===== config.mk =====
export PLATFORM = sky130hd
export DESIGN_NAME = colpar_top
export DESIGN_NICKNAME = d
export VERILOG_FILES = /design/src/rtl/colpar_pkg.sv /design/src/rtl/colpar_shift.sv /design/src/rtl/colpar_fold.sv /design/src/rtl/colpar_eq.sv /design/src/rtl/colpar_top.sv
export SDC_FILE = /design/constraint.sdc
export NUM_CORES = 1
export LEC_CHECK = 0
export ABC_CLOCK_PERIOD_IN_PS = 1950
export CELL_PAD_IN_SITES_DETAIL_PLACEMENT = 0
export CELL_PAD_IN_SITES_GLOBAL_PLACEMENT = 1
export CORE_MARGIN = 8
export CORE_UTILIZATION = 28
export CTS_CLUSTER_SIZE = 40
export DETAILED_ROUTE_END_ITERATION = 10
export MAX_ROUTING_LAYER = met4
export PLACE_DENSITY = 0.83
export SYNTH_ARGS = -nofsm -noshare
export SYNTH_HDL_FRONTEND = slang
export SYNTH_SLANG_ARGS = --single-unit

===== constraint.sdc =====
create_clock -name clk_i -period 1.95 [get_ports clk_i]
set_input_delay 0.39 -clock clk_i [delete_from_list [all_inputs] [get_ports clk_i]]
set_output_delay 0.39 -clock clk_i [all_outputs]
set_load 0.03 [all_outputs]

===== src/rtl/colpar_pkg.sv =====
package colpar_pkg;
  localparam int unsigned SIG_W = 8;
  typedef logic [SIG_W-1:0] sig_t;
  typedef enum logic {
    FOLD_XOR = 1'b0,
    FOLD_ADD = 1'b1
  } fold_e;
endpackage


===== src/rtl/colpar_shift.sv =====
module colpar_shift #(
  parameter int unsigned W = 8
) (
  input  logic [W-1:0] cur_i,
  input  logic         bit_i,
  output logic [W-1:0] nxt_o
);
  // single feedback XOR: bit leaving the top cell folds into the incoming bit
  assign nxt_o = {cur_i[W-2:0], bit_i ^ cur_i[W-1]};
endmodule


===== src/rtl/colpar_fold.sv =====
module colpar_fold
  import colpar_pkg::*;
#(
  parameter int unsigned W = 8
) (
  input  logic [W-1:0] cur_i,
  input  logic [W-1:0] data_i,
  input  fold_e        mode_i,
  output logic [W-1:0] nxt_o
);
  logic [W-1:0] sum;
  assign sum = cur_i + data_i; // carry out dropped by width

  always_comb begin
    unique case (mode_i)
      FOLD_ADD: nxt_o = sum;
      default:  nxt_o = cur_i ^ data_i;
    endcase
  end
endmodule


===== src/rtl/colpar_eq.sv =====
module colpar_eq #(
  parameter int unsigned W = 8
) (
  input  logic [W-1:0] a_i,
  input  logic [W-1:0] b_i,
  output logic         eq_o
);
  assign eq_o = ~|(a_i ^ b_i);
endmodule


===== src/rtl/colpar_top.sv =====
module colpar_top
  import colpar_pkg::*;
#(
  parameter int unsigned W       = SIG_W,
  parameter bit          EN_BYTE = 1'b1
) (
  input  logic         clk_i,
  input  logic         rst_ni,
  input  logic         clr_i,
  input  logic         bit_vld_i,
  input  logic         bit_i,
  input  logic         byte_vld_i,
  input  logic [W-1:0] byte_i,
  input  logic         byte_add_i,
  input  logic [W-1:0] ref_i,
  output logic [W-1:0] sig_o,
  output logic         match_o
);
  localparam logic [W-1:0] ZERO = '0;

  logic [W-1:0] acc_q;
  logic [W-1:0] shift_nxt;
  logic [W-1:0] fold_nxt;
  logic         fold_en;

  colpar_shift #(.W(W)) u_shift (
    .cur_i (acc_q),
    .bit_i (bit_i),
    .nxt_o (shift_nxt)
  );

  generate
    if (EN_BYTE) begin : g_fold
      colpar_fold #(.W(W)) u_fold (
        .cur_i  (acc_q),
        .data_i (byte_i),
        .mode_i (fold_e'(byte_add_i)),
        .nxt_o  (fold_nxt)
      );
      assign fold_en = byte_vld_i;
    end else begin : g_nofold
      assign fold_nxt = acc_q;
      assign fold_en  = 1'b0;
    end
  endgenerate

  // priority: clear, then serial bit, then parallel byte
  always_ff @(posedge clk_i or negedge rst_ni) begin
    if (!rst_ni)        acc_q <= ZERO;
    else if (clr_i)     acc_q <= ZERO;
    else if (bit_vld_i) acc_q <= shift_nxt;
    else if (fold_en)   acc_q <= fold_nxt;
  end

  colpar_eq #(.W(W)) u_eq (
    .a_i  (acc_q),
    .b_i  (ref_i),
    .eq_o (match_o)
  );

  assign sig_o = acc_q;


  clr_zero_chk: assert property (@(posedge clk_i) disable iff (!rst_ni)
    clr_i |=> (sig_o == ZERO));


  idle_hold_chk: assert property (@(posedge clk_i) disable iff (!rst_ni)
    (!clr_i && !bit_vld_i && !byte_vld_i) |=> $stable(sig_o));


  shift_step_chk: assert property (@(posedge clk_i) disable iff (!rst_ni)
    (!clr_i && bit_vld_i) |=>
      (sig_o[W-1:1] == $past(sig_o[W-2:0])) && (sig_o[0] == ($past(bit_i) ^ $past(sig_o[W-1]))));


  add_wrap_chk: assert property (@(posedge clk_i) disable iff (!rst_ni)
    (EN_BYTE && !clr_i && !bit_vld_i && byte_vld_i && byte_add_i) |=>
      (sig_o == W'($past(sig_o) + $past(byte_i))));


  bit_over_byte_chk: assert property (@(posedge clk_i) disable iff (!rst_ni)
    (!clr_i && bit_vld_i && byte_vld_i) |=> (sig_o[W-1:1] == $past(sig_o[W-2:0])));


  match_chk: assert property (@(posedge clk_i) disable iff (!rst_ni)
    match_o == (sig_o == ref_i));
endmodule


### Word level (Yosys, flattened, before mapping)

Index checks and enable logic that the tools add are counted.

| word-level totals | value |
|---|---|
| output and inout bits | 9 |
| input bits | 23 |
| bits in registers | 8 |

| operators by class | value |
|---|---|
| add/subtract/negate cells | 1 |
| bitwise operators | 3 |
| mux-type cells | 4 |
| reductions and logical operators | 3 |

Operator list:

| kind | number |
|---|---|
| $mux 8 | 4 |
| $xor 8x8->8 | 2 |
| $add 8x8->8 | 1 |
| $reduce_or 8->1 | 1 |
| $reduce_bool 3->1 | 1 |
| $logic_not 1->1 | 1 |
| $xor 1x1->1 | 1 |

### Longest topological paths before layout

Gate-level depths: netlist of run 1.

| depth | value |
|---|---|
| depth in word-level cells | 5 |
| mapped depth | 7 |

### Cells and area by module

A second synthesis of run 1 with hierarchy kept.

| unflattened totals | value |
|---|---|
| cell total of the unflattened synthesis | 92 |
| area total of the unflattened synthesis | 872.1 sq um |

By module, submodules not included:

| module | area each (sq um) | times used | sequential area each (sq um) | cells an instance |
|---|---|---|---|---|
| colpar_top | 409.1 | 1 | 200.2 | 35 |
| colpar_fold | 315.3 | 1 | 0.0 | 38 |
| colpar_eq | 86.3 | 1 | 0.0 | 11 |
| colpar_shift | 61.3 | 1 | 0.0 | 8 |

### Worst setup path before layout of run 1

No wires, ideal clock.

| path | value |
|---|---|
| kind | register to register |
| from | reg acc_q[0] (netlist: sig_o[0]) |
| to | reg acc_q[4] (netlist: sig_o[4]) |
| data required time | 1.873 ns |
| library setup time | 0.077 ns |
| path buffers | 0 |
| arrival | 2.025 ns |
| stages on the path, launching flop included | 8 |
| setup slack | -0.153 ns |
| path through | dfrtp_1 ha_1 fa_1 a211oi_1 nor2_2 xnor2_1 a211o_1 a21oi_1 |

| on the way | value |
|---|---|
| cells in the longest elaborated chain, start to end | 5 |

RTL lines:

| item | line | RTL |
|---|---|---|
| start, declared | colpar_top.sv:21 | `logic [W-1:0] acc_q;` |
| start signal, assigned | colpar_top.sv:51 | `else if (bit_vld_i) acc_q <= shift_nxt;` |
| start signal, assigned | colpar_top.sv:52 | `else if (fold_en) acc_q <= fold_nxt;` |
| $add 8x8->8 | colpar_fold.sv:12 | `assign sum = cur_i + data_i;` |
| $mux 8 | colpar_fold.sv:15 | `unique case (mode_i)` |
| $mux 8 | colpar_top.sv:52 |  |
| $mux 8 | colpar_top.sv:51 |  |
| $mux 8 | colpar_top.sv:50 | `else if (clr_i) acc_q <= ZERO;` |

Every way passes these cells. The select of a mux whose other input is x is not followed.
A chain may end at the register's enable or synchronous reset.

### Final worst setup path of run 1

| path | value |
|---|---|
| from | reg acc_q[2] (netlist: sig_o[2]) |
| to | out sig_o[2] |

RTL lines:

| item | line | RTL |
|---|---|---|
| end, declared | colpar_top.sv:16 | `output logic [W-1:0] sig_o,` |

No word-level cell between the ends.

==> results of run 1 <==
==> metal layers <==
layer	GRT usage, %	vias up	share of wire, %
li1	-	450	-
met4	5.543	0	1.4
met2	18.76	32	49
met5	-	-	0
met1	12.10	409	44
met3	2.401	2	5.2
==> layout by cell type, fill, tap and decap left out, types with 2 or more instances in the layout <==
master / instances
sky130_fd_sc_hd__clkdlybuf4s50_1: 27
sky130_fd_sc_hd__buf_4: 17
sky130_fd_sc_hd__xnor2_1: 11
sky130_fd_sc_hd__nor2_1: 10
sky130_fd_sc_hd__nand2_1: 7
sky130_fd_sc_hd__dfrtp_1: 7
sky130_fd_sc_hd__a21oi_1: 5
sky130_fd_sc_hd__ha_1: 5
sky130_fd_sc_hd__a211oi_1: 4
sky130_fd_sc_hd__nand4_1: 3
sky130_fd_sc_hd__o21ai_0: 3
sky130_fd_sc_hd__xor2_1: 3
sky130_fd_sc_hd__clkbuf_4: 3
sky130_fd_sc_hd__a211oi_2: 2
sky130_fd_sc_hd__o21ai_1: 2
sky130_fd_sc_hd__a211o_1: 2
sky130_fd_sc_hd__or3_1: 2
sky130_fd_sc_hd__nor3b_1: 2
sky130_fd_sc_hd__nand3_1: 2
sky130_fd_sc_hd__o22ai_1: 2
sky130_fd_sc_hd__a22oi_1: 2
sky130_fd_sc_hd__ha_4: 2
sky130_fd_sc_hd__dlygate4sd2_1: 2
==> report_power, final <==
part | total, mW | leakage [nW] | switching, mW | internal, mW
Combinational | 0.307 | 0.429 | 0.141 | 0.166
Clock | 0.139 | 0.0150 | 0.0606 | 0.0785
Sequential | 0.199 | 0.106 | 0.0197 | 0.179
Total | 0.645 | 0.550 | 0.221 | 0.424
==> worst register-to-register path, delay by kind of cell, from the launching register on <==
family                     cells  cell delay (ps)
xor gates and xnor gates       1              130
DFF                            1              420
AOI/OAI and AO/OA              3              660
adders and majority gates      2              510
and+or+nand+nor                1               80
==> repair_timing <==
item,in CTS,in global routing
pin swaps,2,0
resized for setup,3,2
endpoints found under the setup margin,4,2
endpoints found under the hold margin,0,0
==> cell type report <==
class	instances	area (um2)	share of cell area [%]
well taps	33	41.29	3.125
inverters	1	3.754	0.2841
multi-input cells	82	620.6	46.97
flip-flops and latches	8	201.4	15.25
clock buffers	4	26.28	1.989
repair buffers	47	427.9	32.39
==> cells by family after synthesis <==
logic type / count (synthesis) / synth area share, %
AOI/OAI and AO/OA: 27 / 22.34
xor gates and xnor gates: 14 / 14.69
adders and majority gates: 8 / 12.89
buffers and inverters: 6 / 5.546
DFF: 8 / 23.99
muxes: 1 / 1.199
and+or+nand+nor: 32 / 19.34
==> cell usage after synthesis, drive strengths merged <==
cell / number / area (um2)
o22ai: 2 / 12.51
a211o: 2 / 17.52
nor3b: 2 / 15.01
and2: 1 / 6.260
nand4: 3 / 18.77
or3: 2 / 12.51
mux2i: 1 / 10.01
nor2b: 1 / 6.260
a21o: 1 / 7.510
buf: 4 / 37.53
ha: 7 / 87.58
a31oi: 1 / 6.260
o2111ai: 1 / 8.760
a22oi: 2 / 15.01
o221ai: 1 / 8.760
nor4: 1 / 6.260
nand3b: 1 / 7.510
nor2: 11 / 43.80
nand4b: 1 / 8.760
nand2: 7 / 26.28
inv: 1 / 3.750
o21ai: 5 / 25.02
fa: 1 / 20.02
clkbuf: 1 / 5.000
nand3: 2 / 10.01
xnor2: 11 / 96.34
a21oi: 5 / 25.02
xor2: 3 / 26.28
a311o: 1 / 10.01
a211oi: 6 / 50.05
dfrtp: 8 / 200.2
==> worst max path at each step <==
stage                            to  depth (start not counted)                 start
4_1_cts                    sig_o[1]                          2  sig_o[1]$_DFFE_PN0P_
2_1_floorplan  sig_o[4]$_DFFE_PN0P_                          7  sig_o[0]$_DFFE_PN0P_
6_report                   sig_o[2]                          2  sig_o[2]$_DFFE_PN0P_
3_5_place_dp   sig_o[4]$_DFFE_PN0P_                          8             byte_i[0]
3_3_place_gp   sig_o[4]$_DFFE_PN0P_                          8             byte_i[0]
5_1_grt        sig_o[3]$_DFFE_PN0P_                          6             byte_i[2]
==> stage by stage <==
stage | util (%) | total power, mW
finish | 44.75 | 0.6451
global route | 44.75 | 0.6913
CTS | 44.24 | 0.6454
detailed placement | 43.35 | 0.5067
global placement | 43.35 | 0.5010
floorplan | - | 0.3662
==> metrics.md, run 1 <==
| Metric | Value |
|---|---|
| Placed cell area | 1280 um2 |
| Critical Path Start Type | flop |
| WP data arrival | 1500 ps |
| Number of cells on the worst reg-to-reg path | 7 |
| Biggest cell delay along the critical path | 670 ps |
| Final count of hold timing violations | 0 |
| Last weighted congestion value of the routability-driven placer | between 0.7 and 0.8 |
| Count of hold-fix buffers inserted at cts | 0 |
| Post CTS Setup Buffer Count | 0 |
| Layout cell share with drive strength beyond 1 | about a fifth |
| Core outline area | roughly 3000 um2 |
| Wire length of the first global-routing pass | 4381 um |
| Sink Count | 8 |
| I/O Buffers | 31 |
| Static leakage | 0.5499 nW |
| Required @ worst endpoint | 1560 ps |
| Avg WL per Cell | 14.27 um |
| TritonCTS clock tree | done |
| Number of antenna violations at the first check in global routing | 0 |
| Horizontal extent of the die | around 70 um |
| Share of the cycle needed by the critical path after routing | 96.76% |
| Total routing resource utilization after global routing | 11.12% |
| Nets | 174 |
| Post-route setup slack | about 63 ps |
| Placed Instances | 171 |
| Type of element capturing the critical path | output port |
| Number of remaining DRC errors | 0 |
| Hold crit path type | input port to async pin |
| Residual overflow from global routing | 0 |
| Largest delay share family, worst path | buffers and inverters |
| Worst slack after detailed placement | -395.7 ps |
| Number of instances in the synthesized netlist | 96 |
| Placement row count | 20 |
| Area of the mapped netlist | 834.6 um2 |
| # IOs | 32 |
| Peak fanout along the critical path | 4 |
| Antenna cells | 0 |
| Total number of H-tree levels | 1 |
| # Max-Cap Violations | 0 |
| Headroom to the max-slew limit | between 70% and 80% |
| Total vias in the final route | 893 |
| Result of the run | finished clean |
| Clock root cell | sky130_fd_sc_hd__clkbuf_4 |
| Pwr per Cell Area | 488.2 nW/um2 |
| Cts bufs inserted | 3 |
| HPWL Detailed | 2101 um |
| Post-layout minimum cycle time | 1887 ps |
| Final setup vio count | 0 |
| Largest net degree at the start of global routing | 14 |
| Number of distinct standard cells referenced by the synthesized netlist | 35 |
| Part of the Yosys area used for sequential elements | 23.99% |
| Total number of yosys warnings | 0 |
| DRT Wirelength | 2498 um |
| Worst hold margin | 406.2 ps |
| Max reg flops | 8 |
| Syn avg cell area | just under 9 um2 |
| Vias per inst | 5.103 |
| Upper clock frequency limit | 530.0 MHz |
| Clock Path Buffers | 2 |
| Fill cells | 300 |
| Worst R2R End | sig_o[4]$_DFFE_PN0P_ |
| Critical Setup Path Class | flop to output port |
| Layout overhead on the synthesized area | 58.32% |
| Reg-to-Reg Start | sig_o[0]$_DFFE_PN0P_ |
| Slew @ Worst Pin | 363.6 ps |
| Overall die area | 4984 um2 |
| Maximum clock skew at final layout | 7.288 ps |
| Initial DRC Count | between 60 and 70 |
| Pins Over Slew Limit | 0 |
| Flip-flop and latch count after synthesis | 8 |
| Non-filler cells, final | between 150 and 200 |
| Number of iterations in the first detailed-routing pass | 4 |
| Starting density of the core | 28.26% |
| Vert. Die Dim | 70.60 um |
| Max rail drop VDD | 0.1156 mV |
| Finished Cell Area | 1321 um2 |
| Insertion delay of the later-clocked pin in the worst-skew pair | approximately 260 ps |
| Final antenna-violating net count | 0 |
| Reg-to-reg slack, setup | around 70 ps |
| Nets in the synthesized netlist | between 100 and 150 |
| Clock input transition at the sequential cells of the worst setup and hold paths | 60 ps |
| TNS Setup | 0 ps |
| Total buffers and inverters traversed by the critical path | 2 |
| Cell with the largest stage delay on the worst path | sky130_fd_sc_hd__clkdlybuf4s50_1 |
| Cell-by-cell listing of the critical path | buf_4, clkdlybuf4s50_1 |
| Via count of the first global-routing pass | roughly 920 |
Note: power is estimated with default switching activity, not from simulation.
==> inputs of run 2 (changes only) <==
ABC_CLOCK_PERIOD_IN_PS = 1750   (was 1950)
CORE_UTILIZATION = 31   (was 28)
PLACE_DENSITY = 0.87   (was 0.83)
clock period = 1.75 ns   (was 1.95 ns; I/O delays follow)
==> run 2 against run 1 <==
Register-to-register slack got worse by 120 ps. Worst hold slack got worse by 38 ps. Cell count rose by 0.57%. The flow now finishes with violations (negative setup slack). Sequential power rose by 12%. Total power rose by 18%.
==> metrics.md, run 2 (synthesized netlist as in run 1, its figures left out) <==
| Metric | Value |
|---|---|
| Starting density of the core | 31.34% (+3.1 points) |
| Total number of H-tree levels | 1 (unchanged) |
| Avg WL per Cell | 14.82 um (+3.8%) |
| Upper clock frequency limit | 555.7 MHz |
| Number of remaining DRC errors | 0 (unchanged) |
| Horizontal extent of the die | 67.89 um (-3.8%) |
| Max rail drop VDD | 0.2325 mV (+100%) |
| Via count of the first global-routing pass | 949 (+2.8%) |
| Reg-to-Reg Start | sig_o[0]$_DFFE_PN0P_ |
| Maximum clock skew at final layout | 1.928 ps (-5.361 ps) |
| Sink Count | 8 (unchanged) |
| Worst hold margin | 368.6 ps (-37.63 ps) |
| Number of iterations in the first detailed-routing pass | 4 (unchanged) |
| Pins Over Slew Limit | 0 (unchanged) |
| Insertion delay of the later-clocked pin in the worst-skew pair | 250 ps (about the same) |
| Critical Setup Path Class | flop to flop |
| Largest net degree at the start of global routing | 14 (unchanged) |
| Final count of hold timing violations | 0 (unchanged) |
| Clock root cell | sky130_fd_sc_hd__clkbuf_4 |
| Vert. Die Dim | 67.89 um (-3.8%) |
| Type of element capturing the critical path | flop |
| Post-route setup slack | -49.39 ps (-112.7 ps) |
| Fraction of power spent switching nets | 34.40% (+0.16 points) |
| Fill cells | 254 (-15%) |
| Overall die area | 4608 um2 (-7.5%) |
| Nets | 177 (+1.7%) |
| HPWL Detailed | 2130 um (+1.4%) |
| Final core occ | 53.52% (+8.8 points) |
| Wire length of the first global-routing pass | 4188 um (-4.4%) |
| Required @ worst endpoint | 1930 ps (+370 ps) |
| Switching component of the power | 0.2612 mW (+18%) |
| Setup repair after global routing missed its margin | true |
| Violations in the final reports | negative setup slack |
| I/O Buffers | 31 (unchanged) |
| Critical Path Start Type | flop |
| Vias per inst | 5.301 (+3.9%) |
| Static leakage | 0.6060 nW (+10%) |
| Sequential fraction of design power | 29.2% (-1.7 points) |
| Max reg flops | 8 (unchanged) |
| Share of power burned in combinational logic | 50.8% (+3.2 points) |
| Final antenna-violating net count | 0 (unchanged) |
| Launching instance or port of the critical path | sig_o[0]$_DFFE_PN0P_ |
| Final setup vio count | 2 (+2) |
| Number of antenna violations at the first check in global routing | 0 (unchanged) |
| Total vias in the final route | 933 (+4.5%) |
| DRT Wirelength | 2608 um (+4.4%) |
| # Max-Cap Violations | 0 (unchanged) |
| Slew @ Worst Pin | 348.2 ps (-15.41 ps) |
| Placed cell area | 1311 um2 (+2.4%) |
| Placement row count | 19 (-5.0%) |
| Antenna cells | 0 (unchanged) |
| Pwr per Cell Area | 532.8 nW/um2 (+9.1%) |
| Total routing resource utilization after global routing | 11.93% (+0.81 points) |
| Finished Cell Area | 1425 um2 (+7.9%) |
| Clock input transition at the sequential cells of the worst setup and hold paths | 60 ps (about the same) |
| Headroom to the max-slew limit | 76.72% (+1.0 points) |
| Internal Dissipation | 0.4981 mW (+17%) |
| Hold crit path type | input port to async pin |
| WP data arrival | 1980 ps (+480 ps) |
| Last weighted congestion value of the routability-driven placer | 0.8969 (+14%) |
| Leading cell types in the layout, fill and taps excluded | 21 x sky130_fd_sc_hd__clkdlybuf4s50_1, 18 x sky130_fd_sc_hd__buf_4, 10 x sky130_fd_sc_hd__nor2_1 |
| Residual overflow from global routing | 0 (unchanged) |
| Layout cell share with drive strength beyond 1 | 28.97% (+10 points) |
| Layout overhead on the synthesized area | 70.77% |
| Clock Path Buffers | 2 (unchanged) |
| Post-layout minimum cycle time | 1799 ps |
| Core outline area | 2663 um2 (-9.8%) |
| Cts bufs inserted | 3 (unchanged) |
| Most common cell after layout, fill and taps aside | sky130_fd_sc_hd__clkdlybuf4s50_1 |
| Share of the cycle needed by the critical path after routing | 102.8% |
| Peak fanout along the critical path | 2 (-2) |
| TritonCTS clock tree | done |
| Result of the run | finished with violations |
| Initial DRC Count | 16 (-77%) |
| Part of the total power dissipated in the clock network | 20.0% (-1.6 points) |
| # IOs | 32 (unchanged) |
[run 2: changes by cell type in the layout (fill, tap and decap cells not counted), sizes merged]
cell	previous run	this run
clkdlybuf4s50	27	21
dlygate4sd2	2	8
buf	17	20
[run 2: worst paths after layout]
kind | to | slack (ps) | cells past startpoint
setup / recovery | sig_o[4]$_DFFE_PN0P_ | -50 | 7
hold / removal | sig_o[1]$_DFFE_PN0P_ | 370 | 1
setup reg to reg | sig_o[4]$_DFFE_PN0P_ | -50 | 7
hold reg to reg | sig_o[1]$_DFFE_PN0P_ | 710 | 3
max in group asynchronous | sig_o[3]$_DFFE_PN0P_ | 1110 | 1
min in group clk_i | sig_o[1]$_DFFE_PN0P_ | 710 | 3
[run 2: what timing repair did]
action	CTS	global route
cloned	0	0
buffers inserted	0	1
gates resized for setup	12	11
pin swaps	11	7
setup endpoints to repair	11	7
hold buffers	0	0
[run 2: per-stage QoR]
step           TNS, ps  power, mW  cells  setup WS [ps]
4_1_cts         -159.1     0.7402    175         -88.66
2_1_floorplan   -208.8     0.4126     96         -117.9
6_report        -70.28     0.7593    176         -49.39
5_1_grt         -436.0     0.8057    176         -109.8
3_5_place_dp     -2520     0.5793    171         -456.3
3_3_place_gp     -2449     0.5709    171         -448.1
[run 2: power groups by stage]
stage | logic, mW | clock network [mW] | registers [mW]
global route | 0.421 | 0.161 | 0.224
detailed placement | 0.356 | 0 | 0.223
global placement | 0.348 | 0 | 0.222
floorplan | 0.158 | 0 | 0.255
finish | 0.386 | 0.152 | 0.222
CTS | 0.362 | 0.157 | 0.221
[run 2: area by class of cell]
| type | count | area, um2 | area share [%] |
|---|---|---|---|
| Clock buffer | 4 | 26.28 | 1.844 |
| Multi-Input combinational cell | 82 | 700.7 | 49.17 |
| Timing Repair Buffer | 50 | 450.4 | 31.61 |
| Sequential cell | 8 | 205.2 | 14.40 |
| Inverter | 1 | 3.754 | 0.2634 |
| Tap cell | 31 | 38.79 | 2.722 |
[run 2: critical path: stages, from the launching register on]
cell                       delay [ps]
sky130_fd_sc_hd__dfrtp_2          420
sky130_fd_sc_hd__ha_4             170
sky130_fd_sc_hd__fa_2             360
sky130_fd_sc_hd__a211oi_2         210
sky130_fd_sc_hd__nor2_2            70
sky130_fd_sc_hd__xnor2_1          120
sky130_fd_sc_hd__a211o_1          270
sky130_fd_sc_hd__a21oi_2          110
[run 2: metal layers]
metal	vias to the layer above	GRT usage (%)	routed length (um)
li1	450	-	-
met1	442	15.23	1256
met2	37	18.46	1201
met3	4	1.964	141
met4	0	4.604	8
met5	-	-	0
